`src/rtl/irq_prio_pkg.sv`:
```
package irq_prio_pkg;

    typedef enum logic [1:0] {
        OP_CFG  = 2'b00,
        OP_BASE = 2'b01,
        OP_EOI  = 2'b10,
        OP_NOP  = 2'b11
    } host_op_e;

    // bit order matches host data bits [3:0]
    typedef struct packed {
        logic rd_isr;
        logic iv8;
        logic rotate;
        logic edge_mode;
    } cfg_t;

endpackage

```
`src/rtl/irq_req_capture.sv`:
```
module irq_req_capture #(
    parameter int NUM_LVL = 8
) (
    input  logic               clk,
    input  logic               rst,
    input  logic [NUM_LVL-1:0] ir_i,
    input  logic               edge_mode_i,
    input  logic [NUM_LVL-1:0] clr_i,
    output logic [NUM_LVL-1:0] irr_o
);

    typedef struct packed {
        logic [NUM_LVL-1:0] irr;
        logic [NUM_LVL-1:0] prev;
    } cap_t;

    cap_t s_d, s_q;
    logic [NUM_LVL-1:0] rise;

    always_comb begin
        s_d      = s_q;
        rise     = ir_i & ~s_q.prev;
        s_d.prev = ir_i;
        if (edge_mode_i) begin
            s_d.irr = (s_q.irr & ~clr_i) | rise;
        end else begin
            s_d.irr = ir_i & ~clr_i;
        end
    end

    always_ff @(posedge clk) begin
        if (rst) begin
            s_q <= '0;
        end else begin
            s_q <= s_d;
        end
    end

    assign irr_o = s_q.irr;

    // in edge mode a pending bit only appears after a low-to-high input
    a_r2_edge_only: assert property (@(posedge clk) disable iff (rst)
        $past(edge_mode_i) |->
            ((s_q.irr & ~$past(s_q.irr)) & ~($past(ir_i) & ~$past(s_q.prev))) == '0);

endmodule

```
`src/rtl/irq_prio_pick.sv`:
```
module irq_prio_pick #(
    parameter int NUM_LVL = 8,
    localparam int LW = $clog2(NUM_LVL)
) (
    input  logic [NUM_LVL-1:0] vec_i,
    input  logic               rotate_i,
    input  logic [LW-1:0]      low_i,
    output logic               any_o,
    output logic [LW-1:0]      idx_o,
    output logic [LW-1:0]      rank_o
);

    // walk from the worst rank to the best so the best match is kept last
    always_comb begin : pick
        logic [LW-1:0] lvl;
        any_o  = 1'b0;
        idx_o  = '0;
        rank_o = '0;
        lvl    = '0;
        for (int r = NUM_LVL - 1; r >= 0; r--) begin
            lvl = rotate_i ? (low_i + LW'(r) + LW'(1)) : LW'(r);
            if (vec_i[lvl]) begin
                any_o  = 1'b1;
                idx_o  = lvl;
                rank_o = LW'(r);
            end
        end
    end

endmodule

```
`src/rtl/irq_prio_ctrl.sv`:
```
module irq_prio_ctrl
    import irq_prio_pkg::*;
#(
    parameter int NUM_LVL = 8,
    parameter int DW      = 8
) (
    input  logic               clk,
    input  logic               rst,
    input  logic [NUM_LVL-1:0] ir_i,
    input  logic               host_cs_i,
    input  logic               host_wr_i,
    input  logic               host_addr_i,
    input  logic [DW-1:0]      host_wdata_i,
    output logic [DW-1:0]      host_rdata_o,
    output logic               int_o,
    input  logic               int_ack_i,
    output logic [DW-1:0]      vector_o
);

    localparam int LW     = $clog2(NUM_LVL);
    localparam int BASE_W = DW - 2;

    typedef struct packed {
        logic [NUM_LVL-1:0] imr;
        logic [NUM_LVL-1:0] isr;
        cfg_t               cfg;
        logic [DW-1:0]      base;
        logic [LW-1:0]      low;
        logic [DW-1:0]      vec;
    } state_t;

    state_t s_d, s_q;

    logic [NUM_LVL-1:0] irr, ack_bit, eligible;
    logic               req_any, isr_any, take, wr_cmd, wr_mask, eoi;
    logic [LW-1:0]      req_idx, req_rank, isr_idx, isr_rank;
    host_op_e           op;

    assign wr_cmd   = host_cs_i && host_wr_i && !host_addr_i;
    assign wr_mask  = host_cs_i && host_wr_i && host_addr_i;
    assign op       = host_op_e'(host_wdata_i[DW-1 -: 2]);
    assign eoi      = wr_cmd && (op == OP_EOI);
    assign eligible = irr & ~s_q.imr;

    irq_req_capture #(.NUM_LVL(NUM_LVL)) u_cap (
        .clk         (clk),
        .rst         (rst),
        .ir_i        (ir_i),
        .edge_mode_i (s_q.cfg.edge_mode),
        .clr_i       (ack_bit),
        .irr_o       (irr)
    );

    irq_prio_pick #(.NUM_LVL(NUM_LVL)) u_pick_req (
        .vec_i    (eligible),
        .rotate_i (s_q.cfg.rotate),
        .low_i    (s_q.low),
        .any_o    (req_any),
        .idx_o    (req_idx),
        .rank_o   (req_rank)
    );

    irq_prio_pick #(.NUM_LVL(NUM_LVL)) u_pick_isr (
        .vec_i    (s_q.isr),
        .rotate_i (s_q.cfg.rotate),
        .low_i    (s_q.low),
        .any_o    (isr_any),
        .idx_o    (isr_idx),
        .rank_o   (isr_rank)
    );

    assign int_o   = req_any && (!isr_any || (req_rank < isr_rank));
    assign take    = int_ack_i && int_o;
    assign ack_bit = take ? (NUM_LVL'(1) << req_idx) : '0;

    always_comb begin
        s_d = s_q;
        if (wr_mask) begin
            s_d.imr = host_wdata_i[NUM_LVL-1:0];
        end
        if (wr_cmd) begin
            case (op)
                OP_CFG:  s_d.cfg  = cfg_t'(host_wdata_i[3:0]);
                OP_BASE: s_d.base = {host_wdata_i[BASE_W-1:0], 2'b00};
                OP_EOI: begin
                    if (isr_any) begin
                        s_d.isr[isr_idx] = 1'b0;
                        if (s_q.cfg.rotate) begin
                            s_d.low = isr_idx;
                        end
                    end
                end
                default: ;
            endcase
        end
        if (take) begin
            s_d.isr[req_idx] = 1'b1;
            s_d.vec = s_q.base + (DW'(req_idx) << (s_q.cfg.iv8 ? 3 : 2));
        end
    end

    always_ff @(posedge clk) begin
        if (rst) begin
            s_q     <= '0;
            s_q.low <= LW'(NUM_LVL - 1);
        end else begin
            s_q <= s_d;
        end
    end

    always_comb begin
        if (!host_cs_i) begin
            host_rdata_o = '0;
        end else if (host_addr_i) begin
            host_rdata_o = DW'(s_q.imr);
        end else begin
            host_rdata_o = DW'(s_q.cfg.rd_isr ? s_q.isr : irr);
        end
    end

    assign vector_o = s_q.vec;

    // a taken acknowledge grows the in-service set by one level
    a_r6_ack_adds_one: assert property (@(posedge clk) disable iff (rst)
        (take && !eoi) |=> $countones(s_q.isr) == $past($countones(s_q.isr)) + 1);

    // the vector only moves on a taken acknowledge
    a_r6_vector_held: assert property (@(posedge clk) disable iff (rst)
        !take |=> $stable(vector_o));

    // end of service removes exactly one level
    a_r8_eoi_removes_one: assert property (@(posedge clk) disable iff (rst)
        (eoi && (s_q.isr != '0) && !take) |=> $countones(s_q.isr) == $past($countones(s_q.isr)) - 1);

    // a masked line never enters service
    a_r4_masked_not_served: assert property (@(posedge clk) disable iff (rst)
        take |=> ((s_q.isr & ~$past(s_q.isr)) & $past(s_q.imr)) == '0);

    // the winner of an acknowledge is never already in service
    a_r7_no_reentry: assert property (@(posedge clk) disable iff (rst)
        take |-> (s_q.isr & ack_bit) == '0);

endmodule

```
`config.mk`:
```
export PLATFORM = sky130hd
export DESIGN_NAME = irq_prio_ctrl
export DESIGN_NICKNAME = d
export VERILOG_FILES = /design/src/rtl/irq_prio_pkg.sv /design/src/rtl/irq_req_capture.sv /design/src/rtl/irq_prio_pick.sv /design/src/rtl/irq_prio_ctrl.sv
export SDC_FILE = /design/constraint.sdc
export NUM_CORES = 1
export LEC_CHECK = 0
export ABC_AREA = 0
export BUFFER_PORTS_ARGS = -buffer_cell sky130_fd_sc_hd__clkbuf_2
export CAP_MARGIN = 40
export CORE_UTILIZATION = 55
export DETAILED_ROUTE_END_ITERATION = 6
export PLACE_DENSITY = 0.76
export SYNTH_ARGS = -nofsm -noshare
export SYNTH_HDL_FRONTEND = slang
export SYNTH_SLANG_ARGS = --single-unit
```
`constraint.sdc`:
```
create_clock -name clk -period 7.5 [get_ports clk]
set_clock_uncertainty 0.2 [all_clocks]
set_input_delay 0.75 -clock clk [delete_from_list [all_inputs] [get_ports clk]]
set_output_delay 0.75 -clock clk [all_outputs]
set_load 0.01 [all_outputs]
```
==> impl_metrics.ini <==
[yosys]
synth_compound_area_frac = 0.194
syn-cell-area_um2 = 4650
async_flop_share = 0
synth_xor_area_frac = 0.0183
synthAdderAreaFrac = 0.0285
synth_edf_count = 0
synth_top_family_by_area = multiplexers
yosysSeqAreaShare = 0.219
synth_seq_cells = 51
synthFlopType = dfxtp_1
syn_area_per_cell_um2 = 8.88
yosys.area_share.simple = 0.215
yosysWarnings = 0
muxShareOfSynthArea = 0.268
synthCells = 524
ys_types = 72

[setup_path]
worst_path_max_delay_cell = dfxtp_1
end_kind = flop
cp_cell_sequence = inv_1 > ha_1 > xnor2_1 > and2_1 > mux4_2 > a21oi_1 > nor4_1 > a211oi_1 > o211ai_1 > nand2_1 > o21ai_0 > ha_1 > a21o_1 > a21oi_1 > nor2b_1 > o21ai_0 > xnor2_1 > mux2i_1 > nor2_1
ff2ff_path_depth = 19
worstSetupStartpointType = flop
cp.arrival_ns = 5.64
setup.worst_path.class = flop to flop
max_stage_delay_ns = 0.70
critPathRequiredTime_ns = 7.55
crit_fanout = 13

[clock_network]
postCtsSetupRepairBufs = 0
cts_tree = yes
cts_buffer_depth = 2
clk_latency_ns = 0.31
cts-resized-gates = 0
clk_transition_reported_paths_ns = 0.09
htree_levels = 2
cts_root_buf = clkbuf_8
ctsHoldBuffers = 0
cts.sinks = 51
numCtsBuffers = 5

[floorplan]
pin_count = 39
dieArea_um2 = 8830
initial_core_util = 0.566
die_width_um = 94.0
rows = 33
die_y_um = 94.0
core_um2 = 8220

[timing]
rsz0062_at_grt = false
max_freq_mhz = 179
setup_viol = 0
maxSlewHeadroom = 0.391
finalCritPeriodShare = 0.746
setup_ws_ns = 1.90
hold_viol_final = 0
max_slew.worst_pin.slew_ns = 0.913
finalSetupTns_ns = 0
slew_viol_final = 0
period_needed_ns = 5.60

[routing]
first_iter_violations = 373
first_pass_iters = 6
drc = 0
routed_wl_mm = 12.5
drt-vias-per-instance = 6.60
ant_nets = 0
vias = 4219
drt-wirelength-per-cell_um = 19.6

[grt]
grt_max_degree = 43
grt.overflow.total = 0
grtUsageTotal = 0.304
grt_antenna_before_repair = 0
grt_pass1_vias = 4150
grt_first_pass_wirelength_mm = 20.7

[cells_and_area]
drive_above_1_share = 0.170
syn_to_final_growth_pct = 5.24
antennaDiodeCount = 0
nets = 565
nFillCells = 746

[pwr]
power_frac_comb = 0.349
p_sw_frac = 0.352
vdd_ir_drop_max_uv = 147
p_int_uw = 499
pwr-share-clk = 0.258
sequentialPowerShare = 0.393
power.total_uw = 770
power_density_nw_per_um2 = 157
switching_power_uw = 271
leakage_uw = 0.00201

[job]
cap_violations = 0

[placement]
hpwl_mm = 9.54
dp_slack_ns = 2.01
place_congestion = 0.988
io_buffers = 36

[hold_path]
hold_path_depth = 2
hold_class = flop to flop

[status]
status = finished, final reports clean
-- power groups by stage --
stage	Combinational, uW	Clock, uW	Sequential, uW
global placement	253	0	308
CTS	264	202	302
finish	269	198	303
floorplan	201	0	300
global route	294	212	305
detailed placement	262	0	309
-- layer usage --
metal	up-vias	part of all wire	global-route usage	wire length [um]
met5	-	0	0	0
met2	204	0.48	0.510	6080
met3	44	0.074	0.0469	928
li1	1965	-	-	-
met1	2006	0.41	0.385	5110
met4	0	0.034	0.131	423
-- worst paths after layout --
| kind | start | end | slack (ns) |
|---|---|---|---|
| max reg2reg | s_q[8] | vector_o[7] | 1.90 |
| max | s_q[8] | vector_o[7] | 1.90 |
| min | vector_o[2] | vector_o[2] | 0.27 |
| min reg2reg | vector_o[2] | vector_o[2] | 0.27 |
-- critical path, delay by kind of cell (launching register included) --
family                   cells  cell delay [ns]
AO/OA/AOI/OAI                7             1.91
XOR/XNOR                     2             0.31
adder cells (fa/ha/maj)      2             0.59
buffers and inverters        1             0.15
flip-flops                   1             0.70
multiplexers                 2             0.72
AND/OR/NAND/NOR              5             0.96
-- stage by stage --
step	area [um2]	util	std cells	hold WS (ns)
CTS	4900	0.596	639	0.273
global placement	4720	0.575	626	0.247
finish	4900	0.596	639	0.270
detailed placement	4780	0.582	631	0.257
global route	4900	0.596	639	0.294
floorplan	4660	-	525	0.237
-- cell usage in the layout (no fill, tap or decap), drive strengths merged, types with 3 or more instances in the layout --
master,synthesis,final
mux2i,60,60
dfxtp,51,51
nor2,44,44
nand2,44,44
clkbuf,18,42
a21oi,33,33
mux4,25,25
o21ai,23,23
nor2b,22,22
nand2b,19,19
and2,19,19
o31ai,11,11
ha,9,9
nand3,8,8
or3,8,8
a211oi,7,7
nand3b,7,7
mux2,7,7
o32ai,6,6
a21o,5,5
xnor2,5,5
inv,5,5
o211ai,5,5
buf,22,5
a211o,4,4
a221oi,4,4
nor3,4,4
nor4,4,4
a31oi,3,3
and3,3,3
-- flip-flops by register name (all words and copies together), names as in the netlist --
register	flops
u_cap.irr_o	8
u_cap.s_q	8
s_q	29
vector_o	6
-- Yosys cell counts, types with 4 or more instances --
master     n  area share
o31ai_1   10       0.016
nand3b_1   7       0.011
nor2b_1   21       0.028
nand2_1   44       0.035
buf_6      4      0.0097
buf_2      5      0.0054
nand2b_1  19       0.026
xnor2_1    5      0.0094
dfxtp_1   51        0.22
a211oi_1   7       0.011
mux4_2    25        0.12
buf_4     11       0.018
a21oi_1   33       0.035
nor2_1    44       0.035
and2_1    19       0.026
o21ai_0   22       0.024
nor3_1     4      0.0043
ha_1       9       0.024
mux2_2     6       0.015
inv_1      5      0.0040
o211ai_1   4      0.0065
a221oi_1   4      0.0075
a211o_1    4      0.0075
a21o_1     5      0.0081
or3_1      8       0.011
nand3_1    8      0.0086
o32ai_1    6       0.011
clkbuf_1  18       0.015
mux2i_1   60        0.13
-- logic make-up after synthesis --
| group | after synthesis |
|---|---|
| AOI/OAI and AO/OA | 127 |
| buffers and inverters | 45 |
| and+or+nand+nor | 190 |
| xor gates and xnor gates | 8 |
| other | 1 |
| muxes | 92 |
| DFF | 51 |
| adders and majority gates | 10 |
-- area by class of cell --
cell class	count	area, um2	share of cell area
inverter	5	18.8	0.00383
clock inverter	2	35.0	0.00715
clock buffer	6	82.6	0.0169
tap	105	131	0.0268
sequential	51	1020	0.208
multi-input combinational	429	3370	0.689
timing repair buffer	41	235	0.0480
Note: power is estimated with default switching activity, not from simulation.
